**src/rtl/edid_fetch_pkg.sv**
```systemverilog
package edid_fetch_pkg;

  typedef enum logic [1:0] {
    BC_START = 2'd0,
    BC_STOP  = 2'd1,
    BC_WRITE = 2'd2,
    BC_READ  = 2'd3
  } bit_cmd_e;

  typedef enum logic [3:0] {
    ST_IDLE     = 4'd0,
    ST_START    = 4'd1,
    ST_SEG_ADDR = 4'd2,
    ST_SEG_NUM  = 4'd3,
    ST_RSTART1  = 4'd4,
    ST_DEV_WR   = 4'd5,
    ST_OFFSET   = 4'd6,
    ST_RSTART2  = 4'd7,
    ST_DEV_RD   = 4'd8,
    ST_READ     = 4'd9,
    ST_STOP     = 4'd10
  } step_e;

endpackage

```
**src/rtl/edid_bit_eng.sv**
```systemverilog
module edid_bit_eng
  import edid_fetch_pkg::*;
#(
  parameter int unsigned DIV_W = 8
) (
  input  logic             clk_i,
  input  logic             rst_ni,
  input  logic [DIV_W-1:0] div_i,
  input  logic             cmd_vld_i,
  input  bit_cmd_e         cmd_i,
  input  logic [7:0]       wdata_i,
  input  logic             ack_i,
  input  logic             sda_i,
  output logic             done_o,
  output logic [7:0]       rdata_o,
  output logic             nack_o,
  output logic             active_o,
  output logic             scl_o,
  output logic             sda_oe_o
);

  localparam logic [3:0] ACK_BIT = 4'd8;

  logic             active_q;
  bit_cmd_e         cmd_q;
  logic [1:0]       qtr_q;
  logic [3:0]       bit_q;
  logic [7:0]       sh_q;
  logic             ack_q;
  logic [DIV_W-1:0] cnt_q;
  logic             scl_q, sda_oe_q, nack_q, done_q;
  logic             tick, is_byte, last_qtr, drive_bit;

  assign tick     = active_q && (cnt_q == div_i);
  assign is_byte  = (cmd_q == BC_WRITE) || (cmd_q == BC_READ);
  assign last_qtr = (qtr_q == 2'd3) && (!is_byte || bit_q == ACK_BIT);

  // 1 = pull SDA low for the current bit
  always_comb begin
    if (cmd_q == BC_WRITE) drive_bit = (bit_q == ACK_BIT) ? 1'b0 : ~sh_q[7];
    else                   drive_bit = (bit_q == ACK_BIT) ? ack_q : 1'b0;
  end

  always_ff @(posedge clk_i or negedge rst_ni) begin
    if (!rst_ni) begin
      active_q <= 1'b0;
      cmd_q    <= BC_STOP;
      qtr_q    <= '0;
      bit_q    <= '0;
      sh_q     <= '0;
      ack_q    <= 1'b0;
      cnt_q    <= '0;
      scl_q    <= 1'b1;
      sda_oe_q <= 1'b0;
      nack_q   <= 1'b0;
      done_q   <= 1'b0;
    end else begin
      done_q <= 1'b0;
      if (!active_q) begin
        if (cmd_vld_i) begin
          active_q <= 1'b1;
          cmd_q    <= cmd_i;
          qtr_q    <= '0;
          bit_q    <= '0;
          sh_q     <= wdata_i;
          ack_q    <= ack_i;
          cnt_q    <= '0;
          nack_q   <= 1'b0;
        end
      end else if (!tick) begin
        cnt_q <= cnt_q + 1'b1;
      end else begin
        cnt_q <= '0;
        qtr_q <= qtr_q + 2'd1;
        unique case (cmd_q)
          BC_START: begin
            case (qtr_q)
              2'd0:    begin scl_q <= 1'b0; sda_oe_q <= 1'b0; end
              2'd1:    scl_q <= 1'b1;
              2'd2:    sda_oe_q <= 1'b1;
              default: scl_q <= 1'b0;
            endcase
          end
          BC_STOP: begin
            case (qtr_q)
              2'd0:    begin scl_q <= 1'b0; sda_oe_q <= 1'b1; end
              2'd1:    scl_q <= 1'b1;
              2'd2:    sda_oe_q <= 1'b0;
              default: ;
            endcase
          end
          default: begin
            case (qtr_q)
              2'd0: begin scl_q <= 1'b0; sda_oe_q <= drive_bit; end
              2'd1: scl_q <= 1'b1;
              2'd2: begin
                if (bit_q != ACK_BIT)        sh_q   <= {sh_q[6:0], sda_i};
                else if (cmd_q == BC_WRITE)  nack_q <= sda_i;
              end
              default: begin
                scl_q <= 1'b0;
                bit_q <= bit_q + 4'd1;
              end
            endcase
          end
        endcase
        if (last_qtr) begin
          active_q <= 1'b0;
          done_q   <= 1'b1;
        end
      end
    end
  end

  assign done_o   = done_q;
  assign rdata_o  = sh_q;
  assign nack_o   = nack_q;
  assign active_o = active_q;
  assign scl_o    = scl_q;
  assign sda_oe_o = sda_oe_q;

  AST_SDA_HOLD: assert property (@(posedge clk_i) disable iff (!rst_ni)
    (active_q && is_byte && scl_q && $past(scl_q) && $past(active_q)) |-> $stable(sda_oe_q));

  AST_CMD_WHEN_IDLE: assert property (@(posedge clk_i) disable iff (!rst_ni)
    cmd_vld_i |-> !active_q);

endmodule

```
**src/rtl/edid_seq.sv**
```systemverilog
module edid_seq
  import edid_fetch_pkg::*;
#(
  parameter int unsigned BLK_BYTES = 128,
  parameter int unsigned IDX_W     = $clog2(BLK_BYTES)
) (
  input  logic             clk_i,
  input  logic             rst_ni,
  input  logic             start_i,
  input  logic             done_clr_i,
  input  logic [7:0]       dev_addr_i,
  input  logic [7:0]       word_offs_i,
  input  logic [7:0]       seg_addr_i,
  input  logic [7:0]       seg_num_i,
  input  logic             eng_done_i,
  input  logic             eng_nack_i,
  input  logic [7:0]       eng_rdata_i,
  output logic             cmd_vld_o,
  output bit_cmd_e         cmd_o,
  output logic [7:0]       wdata_o,
  output logic             ack_o,
  output logic             wr_en_o,
  output logic [IDX_W-1:0] wr_idx_o,
  output logic [7:0]       wr_data_o,
  output logic             busy_o,
  output logic             done_o,
  output logic             err_o
);

  localparam logic [IDX_W-1:0] LAST_IDX = IDX_W'(BLK_BYTES - 1);

  step_e            step_q;
  logic             issued_q;
  logic [IDX_W-1:0] idx_q;
  logic             done_q, err_q;
  logic             is_wr_step;

  function automatic step_e next_step(step_e s);
    case (s)
      ST_START:    return ST_SEG_ADDR;
      ST_SEG_ADDR: return ST_SEG_NUM;
      ST_SEG_NUM:  return ST_RSTART1;
      ST_RSTART1:  return ST_DEV_WR;
      ST_DEV_WR:   return ST_OFFSET;
      ST_OFFSET:   return ST_RSTART2;
      ST_RSTART2:  return ST_DEV_RD;
      ST_DEV_RD:   return ST_READ;
      default:     return ST_IDLE;
    endcase
  endfunction

  assign busy_o    = (step_q != ST_IDLE);
  assign cmd_vld_o = busy_o && !issued_q;

  always_comb begin
    cmd_o      = BC_WRITE;
    wdata_o    = 8'h00;
    ack_o      = 1'b0;
    is_wr_step = 1'b0;
    case (step_q)
      ST_START, ST_RSTART1, ST_RSTART2: cmd_o = BC_START;
      ST_SEG_ADDR: begin wdata_o = seg_addr_i;               is_wr_step = 1'b1; end
      ST_SEG_NUM:  begin wdata_o = seg_num_i;                is_wr_step = 1'b1; end
      ST_DEV_WR:   begin wdata_o = {dev_addr_i[7:1], 1'b0};  is_wr_step = 1'b1; end
      ST_OFFSET:   begin wdata_o = word_offs_i;              is_wr_step = 1'b1; end
      ST_DEV_RD:   begin wdata_o = {dev_addr_i[7:1], 1'b1};  is_wr_step = 1'b1; end
      ST_READ:     begin cmd_o = BC_READ; ack_o = (idx_q != LAST_IDX); end
      ST_STOP:     cmd_o = BC_STOP;
      default:     ;
    endcase
  end

  always_ff @(posedge clk_i or negedge rst_ni) begin
    if (!rst_ni) begin
      step_q   <= ST_IDLE;
      issued_q <= 1'b0;
      idx_q    <= '0;
      done_q   <= 1'b0;
      err_q    <= 1'b0;
    end else if (start_i && !busy_o) begin
      step_q   <= ST_START;
      issued_q <= 1'b0;
      idx_q    <= '0;
      done_q   <= 1'b0;
      err_q    <= 1'b0;
    end else begin
      if (done_clr_i) done_q <= 1'b0;
      if (cmd_vld_o) issued_q <= 1'b1;
      if (eng_done_i) begin
        issued_q <= 1'b0;
        if (is_wr_step) begin
          if (eng_nack_i) begin
            step_q <= ST_STOP;
            err_q  <= 1'b1;
          end else begin
            step_q <= next_step(step_q);
          end
        end else if (step_q == ST_READ) begin
          if (idx_q == LAST_IDX) step_q <= ST_STOP;
          else                   idx_q  <= idx_q + 1'b1;
        end else if (step_q == ST_STOP) begin
          step_q <= ST_IDLE;
          if (!err_q) done_q <= 1'b1;
        end else begin
          step_q <= next_step(step_q);
        end
      end
    end
  end

  assign wr_en_o   = eng_done_i && (step_q == ST_READ);
  assign wr_idx_o  = idx_q;
  assign wr_data_o = eng_rdata_i;
  assign done_o    = done_q;
  assign err_o     = err_q;

  AST_FLAGS_EXCL: assert property (@(posedge clk_i) disable iff (!rst_ni)
    !(done_q && err_q));

  AST_DONE_STICKY: assert property (@(posedge clk_i) disable iff (!rst_ni)
    (done_q && !done_clr_i && !start_i) |=> done_q);

  AST_NACK_STOPS: assert property (@(posedge clk_i) disable iff (!rst_ni)
    (eng_done_i && eng_nack_i && is_wr_step) |=> (step_q == ST_STOP && err_q));

endmodule

```
**src/rtl/edid_buf.sv**
```systemverilog
module edid_buf #(
  parameter int unsigned DEPTH = 128,
  parameter int unsigned IDX_W = $clog2(DEPTH)
) (
  input  logic             clk_i,
  input  logic             rst_ni,
  input  logic             wr_en_i,
  input  logic [IDX_W-1:0] wr_idx_i,
  input  logic [7:0]       wr_data_i,
  input  logic [IDX_W-1:0] rd_idx_i,
  output logic [7:0]       rd_data_o
);

  logic [7:0] mem_q [DEPTH];

  always_ff @(posedge clk_i or negedge rst_ni) begin
    if (!rst_ni) begin
      for (int i = 0; i < DEPTH; i++) mem_q[i] <= 8'h00;
    end else if (wr_en_i) begin
      mem_q[wr_idx_i] <= wr_data_i;
    end
  end

  assign rd_data_o = mem_q[rd_idx_i];

endmodule

```
**src/rtl/edid_fetch.sv**
```systemverilog
module edid_fetch
  import edid_fetch_pkg::*;
#(
  parameter  int unsigned BLK_BYTES = 128,
  parameter  int unsigned DIV_W     = 8,
  localparam int unsigned IDX_W     = $clog2(BLK_BYTES)
) (
  input  logic             clk_i,
  input  logic             rst_ni,
  input  logic             start_i,
  input  logic             done_clr_i,
  input  logic [7:0]       dev_addr_i,
  input  logic [7:0]       word_offs_i,
  input  logic [7:0]       seg_addr_i,
  input  logic [7:0]       seg_num_i,
  input  logic [DIV_W-1:0] scl_div_i,
  input  logic [IDX_W-1:0] rd_addr_i,
  output logic [7:0]       rd_data_o,
  output logic             busy_o,
  output logic             done_o,
  output logic             err_o,
  output logic             scl_o,
  output logic             sda_oe_o,
  input  logic             sda_i
);

  logic             cmd_vld, ack, eng_done, eng_nack, eng_active;
  bit_cmd_e         cmd;
  logic [7:0]       wdata, eng_rdata, wr_data;
  logic             wr_en;
  logic [IDX_W-1:0] wr_idx;
  logic             unused_eng_active;

  assign unused_eng_active = eng_active;

  edid_seq #(.BLK_BYTES(BLK_BYTES), .IDX_W(IDX_W)) u_seq (
    .clk_i       (clk_i),
    .rst_ni      (rst_ni),
    .start_i     (start_i),
    .done_clr_i  (done_clr_i),
    .dev_addr_i  (dev_addr_i),
    .word_offs_i (word_offs_i),
    .seg_addr_i  (seg_addr_i),
    .seg_num_i   (seg_num_i),
    .eng_done_i  (eng_done),
    .eng_nack_i  (eng_nack),
    .eng_rdata_i (eng_rdata),
    .cmd_vld_o   (cmd_vld),
    .cmd_o       (cmd),
    .wdata_o     (wdata),
    .ack_o       (ack),
    .wr_en_o     (wr_en),
    .wr_idx_o    (wr_idx),
    .wr_data_o   (wr_data),
    .busy_o      (busy_o),
    .done_o      (done_o),
    .err_o       (err_o)
  );

  edid_bit_eng #(.DIV_W(DIV_W)) u_eng (
    .clk_i     (clk_i),
    .rst_ni    (rst_ni),
    .div_i     (scl_div_i),
    .cmd_vld_i (cmd_vld),
    .cmd_i     (cmd),
    .wdata_i   (wdata),
    .ack_i     (ack),
    .sda_i     (sda_i),
    .done_o    (eng_done),
    .rdata_o   (eng_rdata),
    .nack_o    (eng_nack),
    .active_o  (eng_active),
    .scl_o     (scl_o),
    .sda_oe_o  (sda_oe_o)
  );

  edid_buf #(.DEPTH(BLK_BYTES), .IDX_W(IDX_W)) u_buf (
    .clk_i     (clk_i),
    .rst_ni    (rst_ni),
    .wr_en_i   (wr_en),
    .wr_idx_i  (wr_idx),
    .wr_data_i (wr_data),
    .rd_idx_i  (rd_addr_i),
    .rd_data_o (rd_data_o)
  );

  AST_BUS_IDLE: assert property (@(posedge clk_i) disable iff (!rst_ni)
    !busy_o |-> (scl_o && !sda_oe_o));

endmodule

```
**config.mk**
```make
export PLATFORM = sky130hd
export DESIGN_NAME = edid_fetch
export DESIGN_NICKNAME = d
export VERILOG_FILES = /design/src/rtl/edid_fetch_pkg.sv /design/src/rtl/edid_bit_eng.sv /design/src/rtl/edid_seq.sv /design/src/rtl/edid_buf.sv /design/src/rtl/edid_fetch.sv
export SDC_FILE = /design/constraint.sdc
export NUM_CORES = 2
export LEC_CHECK = 0
export CAP_MARGIN = 20
export CORE_UTILIZATION = 40
export CTS_CLUSTER_DIAMETER = 50
export DETAILED_ROUTE_END_ITERATION = 10
export GPL_TIMING_DRIVEN = 0
export PLACE_DENSITY_LB_ADDON = 0.2
export SKIP_CTS_REPAIR_TIMING = 1
export SYNTH_ARGS = -nofsm -noshare
export SYNTH_HDL_FRONTEND = slang
export SYNTH_SLANG_ARGS = --single-unit
```
**constraint.sdc**
```tcl
create_clock -name clk_i -period 3.9 [get_ports clk_i]
set_clock_uncertainty 0.1 [all_clocks]
set_input_delay 0.78 -clock clk_i [delete_from_list [all_inputs] [get_ports clk_i]]
set_output_delay 0.78 -clock clk_i [all_outputs]
set_load 0.05 [all_outputs]
```
==> reports/metrics.cfg <==
[worst_setup_path]
cp_cell_sequence=buf_16, clkbuf_16, clkbuf_16, mux4_2, mux4_2, mux4_2, mux2_4, buf_8
slowest_delay_ns=0.57
worstSetupStartpointType=input pin
crit_type=in2out
crit_required_ns=3.02
end_kind=primary output
arrival_ns=3.59
crit_path_frequent_cell=mux4_2
critPathMaxFanout=8
crit_path_top_delay_cell=mux4_2

[clocking]
clk_pin_slew_ns=0.05
cts_tree=built
cts_sinks=1068
root_buffer=clkbuf_16
cts_buffer_depth=3
h-tree-depth=4
clk_latency_ns=0.74
cts_buffers=131

[timing]
finalMaxSlewViolations=10
rsz0062_at_grt=true
hold_viol=9
finalCritPeriodShare=1.147
timing_worst_slew_pin_value_ns=1.501
hold_ws_ns=-0.03645
setup_violations=8
layout_min_cycle_time_ns=4.473
timing.fmax_mhz=223.6
slew_headroom=-0.0003513
layout_setup_ws_ns=-0.5727

[drt]
drcViolationCount=0
dr.pass1.iters=6
wirelength_um=166800
ant_nets=0
dr_total_vias=30340
viasPerCell=6.009
wl_per_cell_um=33.04
drtIter0Drc=3056

[grt]
grt-ovfl-total=0
grt_pass1_wl_um=236400
grt_max_degree=133
antenna_found_initial=17
grt_pass1_vias=31730
grt_usage=0.2666

[die]
die_w_um=352.4
floorplan.initialDensity=0.4031
io_pins=65
row_count=128
die_area_mm2=0.1242
fp.coreArea_mm2=0.1219
die_y_um=352.4

[cells_and_area]
layout-drive-gt1-share=0.5083
nets=3387
fillers=10320
utilization=0.4740
syn_to_final_growth_pct=17.59
multi_input_area_mm2=0.02159
layout.area.seq_mm2=0.02673

[pwr]
peakVddDrop_uv=424.7
cellPowerDensity_mw_per_mm2=430.0
leakagePower_uw=0.02720

[yosys]
ys.flop_type=dfrtp_1
synth_nets=3152
synth_warnings=0
synth_top_area_frac=0.5430
synthCells=3086
synth_cell_types=47
ys_seq_elements=1068
syn_avg_cell_area_um2=15.92
synth-edff-count=0
ys_top_cells_by_area=dfrtp_1 54%, mux2_2 24%, mux4_2 15%, clkbuf_1 1.3%, nand2_1 0.80%
ys_seq_area_frac=0.5441
synthesis.area_mm2=0.04912
yosysTopAreaCell=dfrtp_1
synthArstFlopShare=1.000

[status]
outcome=finished, violations left
violations=hold timing, capacitance limit, slew limit, setup timing

[worst_hold_path]
min_path_type=in2async

[place]
io_buffers=56
dp_hpwl_um=116500
routabilityCongestion=0.9561
dp_slack_ns=-2.107

[flow_run]
maxCapViolCount=1

## cell families (layout without fill, tap and decap cells)
group           count (synthesis)  after routing  synth area share
simple gates                  280            280           0.02486
other cells                     0              9                 0
compound gates                 80             80           0.01024
buf+inv                       241            570           0.01976
fa+ha+maj                      14             14          0.003566
xor+xnor                       16             16          0.002853
flops                        1068           1068            0.5441
mux                          1387           1387            0.3946
## layout by cell type, fill, tap and decap left out, types with 22 or more instances in the layout
cell type        count
nand2_1            104
inv_1               22
clkbuf_16          150
mux4_2             336
dfrtp_1           1066
buf_16              22
nor2_1              74
clkdlybuf4s50_1     47
clkbuf_1           167
mux2_2            1030
## final timing paths
| kind | startpoint | endpoint | slack [ns] | cells after the start |
|---|---|---|---|---|
| worst max-delay path | rd_addr_i[0] | rd_data_o[3] | -0.57 | 8 |
| worst min register to register | u_eng.ack_q | u_eng.ack_q | 0.38 | 2 |
| worst min-delay path | rst_ni | u_eng.cnt_q[7] | -0.04 | 2 |
| worst max register to register | u_seq.step_q[1] | u_buf.mem_q[360] | 0.11 | 11 |
| max in group asynchronous | rst_ni | u_buf.mem_q[902] | 1.02 | 6 |
| min in group clk_i | u_eng.ack_q | u_eng.ack_q | 0.38 | 2 |
## registers in the layout, summed over array words and instances, names as in the netlist
register / flops
u_buf.mem_q: 1024
u_eng.ack_q: 1
u_eng.active_o: 1
u_eng.bit_q: 4
u_eng.cmd_q: 2
u_eng.cnt_q: 8
u_eng.done_o: 1
u_eng.nack_o: 1
u_eng.qtr_q: 2
u_eng.rdata_o: 8
u_eng.scl_o: 1
u_eng.sda_oe_o: 1
u_seq.done_o: 1
u_seq.err_o: 1
u_seq.issued_q: 1
u_seq.step_q: 4
u_seq.wr_idx_o: 7
## layer usage
layer  routed length, µm  vias up  global-route usage  share of wire
met4                5362        4             0.09157          0.032
met2               77800     1267              0.4130           0.47
li1                    -    12080                   -              -
met3               13490      295             0.06266          0.081
met1               70060    16700              0.3680           0.42
met5                 114        -            0.005769        0.00068
## where the power goes
| group | total (µW) | internal [µW] | switching (µW) |
|---|---|---|---|
| sequential | 11200 | 11100 | 72.3 |
| clock | 12400 | 7630 | 4820 |
| combinational | 1180 | 424 | 756 |
| total | 24800 | 19200 | 5650 |
## final cells by class
cell class / instances / share of cell area
Timing Repair Buffer: 102 / 0.02471
Clock inverter: 44 / 0.01011
Antenna cell: 9 / 0.0003899
Clock buffer: 183 / 0.06617
Tap cell: 1625 / 0.03520
Multi-Input combinational cell: 1777 / 0.3737
Sequential cell: 1068 / 0.4627
Inverter: 22 / 0.001429
Buffer: 219 / 0.02560
## Yosys cell counts (5+ instances only)
cell       instances
o2bb2ai_1          5
nor3b_1            7
clkbuf_1         172
mux2i_1           13
nand2b_1           8
nor2_1            99
nor2b_1            5
dfrtp_1         1066
mux4_2           336
mux2_2          1038
nand3b_1           6
inv_1             22
nand3_1           20
xnor2_1           15
buf_2             20
ha_1              14
nor3_1            15
nand2_1          105
buf_1             17
a21oi_1           20
buf_4              9
o21ai_0           21
## through the flow
| stage | TNS, ns | hold WS (ns) | area (µm²) | cells | total power (µW) |
|---|---|---|---|---|---|
| 3_3_place_gp | - | 0.3672 | 52040 | 4767 | 12470 |
| 2_1_floorplan | 0 | 0.3502 | 49450 | 3086 | 11910 |
| 6_report | -4.333 | -0.03645 | 57770 | 5049 | 24840 |
| 4_1_cts | -112.62 | 0.01699 | 56850 | 5013 | 24930 |
| 5_1_grt | -4.374 | 0.05034 | 57750 | 5040 | 25540 |
| 3_5_place_dp | -106.67 | 0.3741 | 52450 | 4786 | 12510 |
## worst max-delay path: cells and delay by family
kind                   cells  cell delay [ns]
buffers and inverters      4             0.81
multiplexers               4             1.97
(Power assumes the default switching activity.)
